**config.mk**
```make
export PLATFORM = sky130hd
export DESIGN_NAME = rtc_alarm_ctrl
export DESIGN_NICKNAME = d
export VERILOG_FILES = /design/src/rtl/rtc_alarm_pkg.sv /design/src/rtl/rtc_alarm_match.sv /design/src/rtl/rtc_alarm_flag.sv /design/src/rtl/rtc_ctl_reg.sv /design/src/rtl/rtc_alarm_ctrl.sv
export SDC_FILE = /design/constraint.sdc
export NUM_CORES = 1
export LEC_CHECK = 0
export BUFFER_PORTS_ARGS = -buffer_cell sky130_fd_sc_hd__buf_2
export CELL_PAD_IN_SITES_DETAIL_PLACEMENT = 0
export CELL_PAD_IN_SITES_GLOBAL_PLACEMENT = 1
export CORE_MARGIN = 1.5
export CORE_UTILIZATION = 24
export CTS_CLUSTER_DIAMETER = 200
export CTS_CLUSTER_SIZE = 16
export DETAILED_ROUTE_END_ITERATION = 16
export PLACE_DENSITY = 0.89
export SLEW_MARGIN = 15
export SYNTH_ARGS = -nofsm -noshare
export SYNTH_HDL_FRONTEND = slang
export SYNTH_HIERARCHICAL = 1
export SYNTH_SLANG_ARGS = --single-unit
```
**constraint.sdc**
```tcl
create_clock -name clk -period 1.2 [get_ports clk]
set_clock_uncertainty 0.05 [all_clocks]
set_input_delay 0.24 -clock clk [delete_from_list [all_inputs] [get_ports clk]]
set_output_delay 0.24 -clock clk [all_outputs]
set_load 0.005 [all_outputs]
```
**src/rtl/rtc_alarm_pkg.sv**
```systemverilog
package rtc_alarm_pkg;

   // Control register; field order is the register's bit layout (7..0)
   typedef struct packed {
      logic       per_flag;
      logic [2:0] per_sel;
      logic       rtc_en;
      logic       adj;
      logic       div_rst;
      logic       start;
   } rtc_ctl_t;

   localparam int          REG_W     = 8;
   localparam logic [7:0]  CTL_POR   = 8'h09;
   localparam logic [7:0]  CTL_KEEP  = 8'h09;   // bits surviving a manual reset
   localparam int          ST_FLAG   = 0;
   localparam int          ST_AIE    = 3;
   localparam logic        SEL_STAT  = 1'b0;
   localparam logic        SEL_CTRL  = 1'b1;

endpackage

```
**src/rtl/rtc_alarm_match.sv**
```systemverilog
module rtc_alarm_match #(
   parameter int NUM_FIELDS = 4,
   parameter int FIELD_W    = 8,
   parameter int MATCH_PIPE = 0
) (
   input  logic                          clk,
   input  logic                          por_n,
   input  logic [NUM_FIELDS*FIELD_W-1:0] cur_time,
   input  logic [NUM_FIELDS*FIELD_W-1:0] alarm_time,
   input  logic [NUM_FIELDS-1:0]         alarm_en,
   output logic                          match_o
);

   logic [NUM_FIELDS-1:0] field_ok;
   logic                  hit;

   for (genvar i = 0; i < NUM_FIELDS; i++) begin : g_field
      assign field_ok[i] = !alarm_en[i] ||
         (cur_time[i*FIELD_W +: FIELD_W] == alarm_time[i*FIELD_W +: FIELD_W]);
   end

   assign hit = (|alarm_en) && (&field_ok);

   if (MATCH_PIPE != 0) begin : g_reg
      logic hit_q;
      always_ff @(posedge clk or negedge por_n) begin
         if (!por_n) hit_q <= 1'b0;
         else        hit_q <= hit;
      end
      assign match_o = hit_q;
   end else begin : g_comb
      assign match_o = hit;

      // no enabled field, no match
      p_no_enable_r3: assert property (@(posedge clk) disable iff (!por_n)
         (alarm_en == '0) |-> !match_o);

      for (genvar i = 0; i < NUM_FIELDS; i++) begin : g_chk
         // a reported match implies each enabled field agrees
         p_field_eq_r1: assert property (@(posedge clk) disable iff (!por_n)
            (match_o && alarm_en[i]) |->
            (cur_time[i*FIELD_W +: FIELD_W] == alarm_time[i*FIELD_W +: FIELD_W]));
      end
   end

endmodule

```
**src/rtl/rtc_alarm_flag.sv**
```systemverilog
module rtc_alarm_flag
   import rtc_alarm_pkg::*;
(
   input  logic             clk,
   input  logic             por_n,
   input  logic             mrst,
   input  logic             match,
   input  logic             stat_wr,
   input  logic [REG_W-1:0] stat_wdata,
   output logic             flag_o,
   output logic             aie_o
);

   logic match_q;
   logic set_ev;
   logic clr_ev;

   assign set_ev = match && !match_q;
   assign clr_ev = stat_wr && !stat_wdata[ST_FLAG];

   always_ff @(posedge clk or negedge por_n) begin
      if (!por_n) begin
         match_q <= 1'b0;
         flag_o  <= 1'b0;
         aie_o   <= 1'b0;
      end else if (mrst) begin
         match_q <= 1'b0;
         flag_o  <= 1'b0;
         aie_o   <= 1'b0;
      end else begin
         match_q <= match;
         if (set_ev)      flag_o <= 1'b1;   // set beats clear
         else if (clr_ev) flag_o <= 1'b0;
         if (stat_wr)     aie_o  <= stat_wdata[ST_AIE];
      end
   end

   p_set_r1: assert property (@(posedge clk) disable iff (!por_n)
      ($rose(match) && !mrst) |=> flag_o);

   p_clear_r4: assert property (@(posedge clk) disable iff (!por_n)
      (stat_wr && !stat_wdata[ST_FLAG] && !match && !mrst) |=> !flag_o);

   p_hold_r4: assert property (@(posedge clk) disable iff (!por_n)
      (stat_wr && stat_wdata[ST_FLAG] && !match && !mrst) |=> (flag_o == $past(flag_o)));

   p_mrst_clear_r10: assert property (@(posedge clk) disable iff (!por_n)
      mrst |=> (!flag_o && !aie_o));

endmodule

```
**src/rtl/rtc_ctl_reg.sv**
```systemverilog
module rtc_ctl_reg
   import rtc_alarm_pkg::*;
(
   input  logic             clk,
   input  logic             por_n,
   input  logic             mrst,
   input  logic             standby,
   input  logic             ctl_wr,
   input  logic [REG_W-1:0] ctl_wdata,
   output rtc_ctl_t         ctl_o
);

   rtc_ctl_t nxt;

   always_comb begin
      nxt         = ctl_o;
      nxt.adj     = 1'b0;
      nxt.div_rst = 1'b0;
      if (ctl_wr && !standby) nxt = rtc_ctl_t'(ctl_wdata);
   end

   always_ff @(posedge clk or negedge por_n) begin
      if (!por_n)    ctl_o <= rtc_ctl_t'(CTL_POR);
      else if (mrst) ctl_o <= rtc_ctl_t'(ctl_o & CTL_KEEP);
      else           ctl_o <= nxt;
   end

   p_mrst_r10: assert property (@(posedge clk) disable iff (!por_n)
      mrst |=> (ctl_o.per_flag == 1'b0 && ctl_o.per_sel == 3'd0 &&
                !ctl_o.adj && !ctl_o.div_rst &&
                ctl_o.rtc_en == $past(ctl_o.rtc_en) &&
                ctl_o.start == $past(ctl_o.start)));

   p_standby_r11: assert property (@(posedge clk) disable iff (!por_n)
      (standby && !mrst) |=>
      ({ctl_o.per_flag, ctl_o.per_sel, ctl_o.rtc_en, ctl_o.start} ==
       $past({ctl_o.per_flag, ctl_o.per_sel, ctl_o.rtc_en, ctl_o.start})));

   p_adj_pulse_r9: assert property (@(posedge clk) disable iff (!por_n)
      (ctl_o.adj && !(ctl_wr && ctl_wdata[2] && !standby)) |=> !ctl_o.adj);

   p_divrst_pulse_r9: assert property (@(posedge clk) disable iff (!por_n)
      (ctl_o.div_rst && !(ctl_wr && ctl_wdata[1] && !standby)) |=> !ctl_o.div_rst);

endmodule

```
**src/rtl/rtc_alarm_ctrl.sv**
```systemverilog
module rtc_alarm_ctrl
   import rtc_alarm_pkg::*;
#(
   parameter int NUM_FIELDS = 4,
   parameter int FIELD_W    = 8,
   parameter int MATCH_PIPE = 0,
   localparam int TIME_W    = NUM_FIELDS * FIELD_W
) (
   input  logic              clk,
   input  logic              por_n,
   input  logic              mrst,
   input  logic              standby,
   input  logic [TIME_W-1:0] cur_time,
   input  logic [TIME_W-1:0] alarm_time,
   input  logic [NUM_FIELDS-1:0] alarm_en,
   input  logic              reg_wr,
   input  logic              reg_sel,
   input  logic [REG_W-1:0]  reg_wdata,
   output logic [REG_W-1:0]  reg_rdata,
   output logic              alarm_irq,
   output logic              per_flag,
   output logic [2:0]        per_sel,
   output logic              rtc_en,
   output logic              cnt_start,
   output logic              adj_strobe,
   output logic              divrst_strobe
);

   if (NUM_FIELDS < 1) begin : g_bad_fields
      $error("rtc_alarm_ctrl: NUM_FIELDS must be at least 1");
   end
   if (FIELD_W < 1) begin : g_bad_width
      $error("rtc_alarm_ctrl: FIELD_W must be at least 1");
   end
   if (MATCH_PIPE != 0 && MATCH_PIPE != 1) begin : g_bad_pipe
      $error("rtc_alarm_ctrl: MATCH_PIPE must be 0 or 1");
   end

   logic     match;
   logic     flag;
   logic     aie;
   rtc_ctl_t ctl;
   logic [REG_W-1:0] stat_word;

   rtc_alarm_match #(
      .NUM_FIELDS (NUM_FIELDS),
      .FIELD_W    (FIELD_W),
      .MATCH_PIPE (MATCH_PIPE)
   ) u_match (
      .clk        (clk),
      .por_n      (por_n),
      .cur_time   (cur_time),
      .alarm_time (alarm_time),
      .alarm_en   (alarm_en),
      .match_o    (match)
   );

   rtc_alarm_flag u_flag (
      .clk        (clk),
      .por_n      (por_n),
      .mrst       (mrst),
      .match      (match),
      .stat_wr    (reg_wr && reg_sel == SEL_STAT),
      .stat_wdata (reg_wdata),
      .flag_o     (flag),
      .aie_o      (aie)
   );

   rtc_ctl_reg u_ctl (
      .clk       (clk),
      .por_n     (por_n),
      .mrst      (mrst),
      .standby   (standby),
      .ctl_wr    (reg_wr && reg_sel == SEL_CTRL),
      .ctl_wdata (reg_wdata),
      .ctl_o     (ctl)
   );

   always_comb begin
      stat_word          = '0;
      stat_word[ST_FLAG] = flag;
      stat_word[ST_AIE]  = aie;
   end

   assign reg_rdata     = (reg_sel == SEL_CTRL) ? REG_W'(ctl) : stat_word;
   assign alarm_irq     = aie && flag;
   assign per_flag      = ctl.per_flag;
   assign per_sel       = ctl.per_sel;
   assign rtc_en        = ctl.rtc_en;
   assign cnt_start     = ctl.start;
   assign adj_strobe    = ctl.adj;
   assign divrst_strobe = ctl.div_rst;

   p_irq_off_r6: assert property (@(posedge clk) disable iff (!por_n)
      (reg_wr && reg_sel == SEL_STAT && !reg_wdata[ST_AIE]) |=> !alarm_irq);

endmodule

```
Yosys cells after proc, flatten, opt, wreduce, memory -nomap -nowiden
Cells that the tools add are included.

word-level totals
  logic and storage cells = 48
  flip-flop bits (word level) = 11

operators by class
  muxes and demuxes = 9
  eq/ne operators = 4
  reductions and logical operators = 24
  bitwise gates (word level) = 2

operator list
  kind                 count
  equality test 8 bit  4
  two-way mux 8 bit    3
  logical AND 1 bit    7
  zero test 1 bit      7
  two-way mux 1 bit    6
  logical OR 1 bit     4
  AND reduction 4 bit  1
  nonzero test 2 bit   2
  OR reduction 4 bit   1
  nonzero test 3 bit   1
  inverter 1 bit       2
  AND reduction 2 bit  1

Logic depth before layout (Yosys ltp)
  word-level depth = 7
  depth in mapped cells = 6
  gate-level depth less buffers = 6

By module
The synthesis kept the hierarchy.

modules (own cells, without submodules)
  module           cells each  times used  sequential area each (um^2)  area each (um^2)
  rtc_alarm_match  47          1           0.0                          371.6
  rtc_ctl_reg      23          1           202.7                        336.6
  rtc_alarm_flag   10          1           75.1                         121.4
  rtc_alarm_ctrl   12          1           0.0                          97.6

Worst setup path after synthesis
Ideal clock, no wire load.

  kind = input -> register
  start point = in alarm_time[31]
  end point = reg u_flag.flag_o
  stages = 6
  data arrival time = 1.196 ns
  slack = -0.113 ns
  library setup time = 0.067 ns
  required time = 1.083 ns
  buffers on the path = 0
  cells stage by stage = xor2_1 > nor4_1 > a31o_1 > and4_1 > nor2b_2 > a32o_1

on the way
  longest elaborated chain between the ends = 7
  elaborated cells on any way between the ends = 8
  classes of those cells = eq/ne: 1; mux: 2; reduce/logical: 5

ends and longest elaborated chain
  what                    line                   text
  start: declaration      rtc_alarm_ctrl.sv:14   input logic [TIME_W-1:0] alarm_time,
  equality test 8 bit *   rtc_alarm_match.sv:19  (cur_time[i*FIELD_W +: FIELD_W] == alarm_time[i*FIELD_W +: FIELD_W]);
  logical OR 1 bit *      rtc_alarm_match.sv:18  assign field_ok[i] = !alarm_en[i] ||
  AND reduction 4 bit *   rtc_alarm_match.sv:22  assign hit = (|alarm_en) && (&field_ok);
  logical AND 1 bit *     rtc_alarm_match.sv:22
  named net match         rtc_alarm_ctrl.sv:39   logic match;
  logical AND 1 bit *     rtc_alarm_flag.sv:18   assign set_ev = match && !match_q;
  two-way mux 1 bit       rtc_alarm_flag.sv:32   if (set_ev) flag_o <= 1'b1;
  two-way mux 1 bit       rtc_alarm_flag.sv:26   end else if (mrst) begin
  end signal: assignment  rtc_alarm_flag.sv:28   flag_o <= 1'b0;
  end signal: assignment  rtc_alarm_flag.sv:32
  end signal: assignment  rtc_alarm_flag.sv:33   else if (clr_ev) flag_o <= 1'b0;
  end: declaration        rtc_alarm_flag.sv:10   output logic flag_o,

Mark *: on every way through the listed nets, which the timed path passes. The rest lies on a longest branch.
A chain may end at the register's enable or synchronous reset.

Final worst setup path
  start point = reg u_flag.flag_o
  end point = out reg_rdata[0]

on the way
  longest elaborated chain between the ends = 1

ends and longest elaborated chain
  what                      line                  text
  start signal: assignment  rtc_alarm_flag.sv:24  flag_o <= 1'b0;
  start signal: assignment  rtc_alarm_flag.sv:28
  start signal: assignment  rtc_alarm_flag.sv:32
  two-way mux 8 bit         rtc_alarm_ctrl.sv:85  assign reg_rdata = (reg_sel == SEL_CTRL) ? REG_W'(ctl) : stat_word;
  end: declaration          rtc_alarm_ctrl.sv:19  output logic [REG_W-1:0] reg_rdata,

Every way passes these cells.

==> impl_results.md <==
* Post-synth top flop: dfrtp_1
* Period utilisation layout at 109%
* Port-buffer cells at 98
* Starting Density at between 20% and 30%
* DIE HEIGHT at 65.2 um
* Routability cong. at 0.726
* EDFF count, synth at 0
* P_sw at 0.313 mW
* Fin area at around 1600 um^2
* Maximum VDD drop at between 0.2 and 0.3 mV
* Final WS setup at -0.111 ns
* WL/cell at approximately 12 um
* Max cap viols at 0
* Final setup violation count at 5
* Iter 0 DRT Violations at 9
* Final hold violations at 0
* Comb pwr share at 36.2%
* Slew headroom at 82.9%
* Clock sinks at 11
* Site Rows at 22
* H-tree levels at 1
* Worst Path Max Fanout at 3
* #FFs+latches synth at 11
* Post-route ant nets at 0
* Min Clock Period, post-route at 1.31 ns
* Leakage at around 0.9 nW
* Initial antenna violation count at 0
* Vias in the first global route at roughly 1000
* Mapped Cells at 92
* Crit-path slowest cell: dfrtp_1
* DIE WIDTH at 65.2 um
* Unrepaired setup endpoints after global routing: true
* Post-synth ARST share at 100%
* Worst-Skew Late Latency at 0.23 ns
* Crit path cell chain: mux2_4, buf_6
* Synth cell types at 22
* Post-synthesis sequential area ratio at 30.0%
* Fraction of power spent switching nets at 25.4%
* Netlist Area Pre-Place at 927 um^2
* Largest net degree at the start of global routing at 12
* Final slew viol count at 0
* Layout area overhead at 77.2%
* CP top delay family: flip-flops
* Nets at 283
* Startpoint Class: register
* Grt total ovfl at 0
* Root Buffer: clkbuf_8
* Sequential Power Share at around a third
* WP data required at approximately 0.91 ns
* Clk slew on worst S/H paths at 0.05 ns
* Critical Path Max Stage Delay at between 0.3 and 0.4 ns
* Drt pass-1 iters at 3
* Worst-Margin Slew at 0.255 ns
* YS warnings at 6
* Worst Path Buf+Inv at 1
* Gr usage total at approximately an eighth
* Violated checks: negative setup slack
* Finished Layout Cells at between 200 and 250
* Power density over the cells at between 700 and 800 nW/um^2
* Status: finished, violations left
* Internal power at 0.918 mW
* TritonCTS buffer count at 3
* Core ar. at 3690 um^2
* Top cells by area, synth: dfrtp_1 24%, xnor2_1 23%, xor2_1 7.6%, and2_1 6.7%, mux2_4 6.5%
* Syn Area/Cell at ~10 um^2
* Maximum operating frequency at 763 MHz
* Cell Area, Placed at 1490 um^2
* Hold Crit Class: in2reg
* WL final at 2.85 mm
* CP arrival at 1.02 ns
* Vias at 1017
* Die area at 4250 um^2
* Worst setup EP type: primary output
* Diode count at 0
* CTS tree: yes
* Placed cells at 239
* Net Count, Synth at 174
* CTS Buffer Depth at 2
* IO Pins at 99
* Top cell type's share of synthesized area at approximately a quarter
* First-pass GRT wire length at 4.36 mm
* Drt drc at 0
* Synth cell count leaders: 24 x xnor2_1, 10 x and2_1, 9 x dfrtp_1
* Clock share of power at 29.2%
* Cell taking the most area after synthesis: dfrtp_1
* Via-to-Cell Ratio at 4.10
* Layout cell share with drive strength beyond 1 at 61.0%
* Setup CP Type: reg2out
* Count leader, synth: xnor2_1
## power groups by stage
| stage | Sequential [mW] | Clock [mW] | Combinational (mW) |
|---|---|---|---|
| finish | 0.426 | 0.360 | 0.446 |
| global route | 0.429 | 0.392 | 0.489 |
| CTS | 0.424 | 0.371 | 0.413 |
| detailed placement | 0.429 | 0 | 0.398 |
| global placement | 0.429 | 0 | 0.393 |
| floorplan | 0.429 | 0 | 0.181 |
## path summary, 6_finish.rpt
| path | startpoint | end | slack [ns] | cells past startpoint |
|---|---|---|---|---|
| max reg2reg | u_ctl/ctl_o[7] | u_ctl/ctl_o[7] | 0.33 | 3 |
| min reg2reg | u_ctl/ctl_o[5] | u_ctl/ctl_o[5] | 0.49 | 2 |
| max | u_flag/flag_o | reg_rdata[0] | -0.11 | 2 |
| max in group asynchronous | por_n | u_ctl/ctl_o[0] | 0.48 | 2 |
| min | reg_wdata[1] | u_ctl/ctl_o[1] | 0.17 | 2 |
| min in group asynchronous | por_n | u_ctl/ctl_o[2] | 0.36 | 2 |
## worst register-to-register path, stage by stage (launching register included)
cell and delay, ns:
dfrtp_1 0.38, buf_4 0.13, mux2i_1 0.14, nor2_1 0.05
## routing by layer
layer | up-vias | track usage, % | routed length [um]
met1 | 462 | 14.9 | 1100
met3 | 2 | 3.42 | 180
met4 | 0 | 4.17 | 19
li1 | 522 | - | -
met2 | 31 | 24.0 | 1550
met5 | - | 0 | 0
## cell type report
cell class / instances / area (um^2)
repair buffers: 106 / 603
well taps: 48 / 60.1
multi-input cells: 77 / 648
inverters: 2 / 7.51
clock inverters: 1 / 5.00
clock buffers: 3 / 41.3
flip-flops and latches: 11 / 278
fillers: 380 / 2050
## cells in the final DEF, fill, tap and decap left out
cell,count
nor2_4,1
and2_1,9
nor2b_1,1
a32o_1,1
nand2b_1,1
clkbuf_8,3
nor4_1,1
mux2i_1,5
xor2_1,7
nand4_1,6
xnor2_2,1
dfrtp_1,9
nor2_1,6
inv_1,2
nand2b_4,1
buf_4,7
dlygate4sd3_1,1
buf_2,90
o21ai_0,3
mux2_4,4
a31o_1,1
dfstp_2,2
and2_4,1
nor3_1,1
xor2_2,1
clkinv_2,1
xnor2_1,23
and4_1,1
nor2b_4,1
nor4_2,1
buf_6,8
## sequential cells by signal, indices dropped and copies added (netlist names)
signal,count
u_flag/aie_o,1
u_ctl/ctl_o,8
u_flag/flag_o,1
u_flag/match_q,1
## logic make-up after synthesis
| family | share of synthesized area (%) |
|---|---|
| compound gates | 3.64 |
| simple gates | 21.1 |
| mux | 11.9 |
| buf+inv | 3.24 |
| xor+xnor | 30.2 |
| flops | 30.0 |
## stage by stage
step,hold slack (ns),util (%),total power [mW],setup WS [ns],setup TNS (ns)
6_report,0.171,44.5,1.23,-0.111,-0.369
5_1_grt,0.184,44.5,1.31,-0.155,-0.569
4_1_cts,0.171,42.3,1.21,-0.125,-0.355
3_5_place_dp,0.0732,40.3,0.827,-0.345,-0.583
3_3_place_gp,0.0677,40.3,0.822,-0.311,-0.538
2_1_floorplan,-0.106,-,0.610,-0.0922,-0.0922
## what timing repair did
item                                    in CTS  in global routing
gates resized for setup                      3                  8
hold buffers                                 1                  0
pin swaps                                    5                  8
endpoints found under the hold margin        9                  0
buffers inserted                             0                  4
endpoints found under the setup margin       4                  9
No activity file was read; power rests on OpenSTA's default activity.
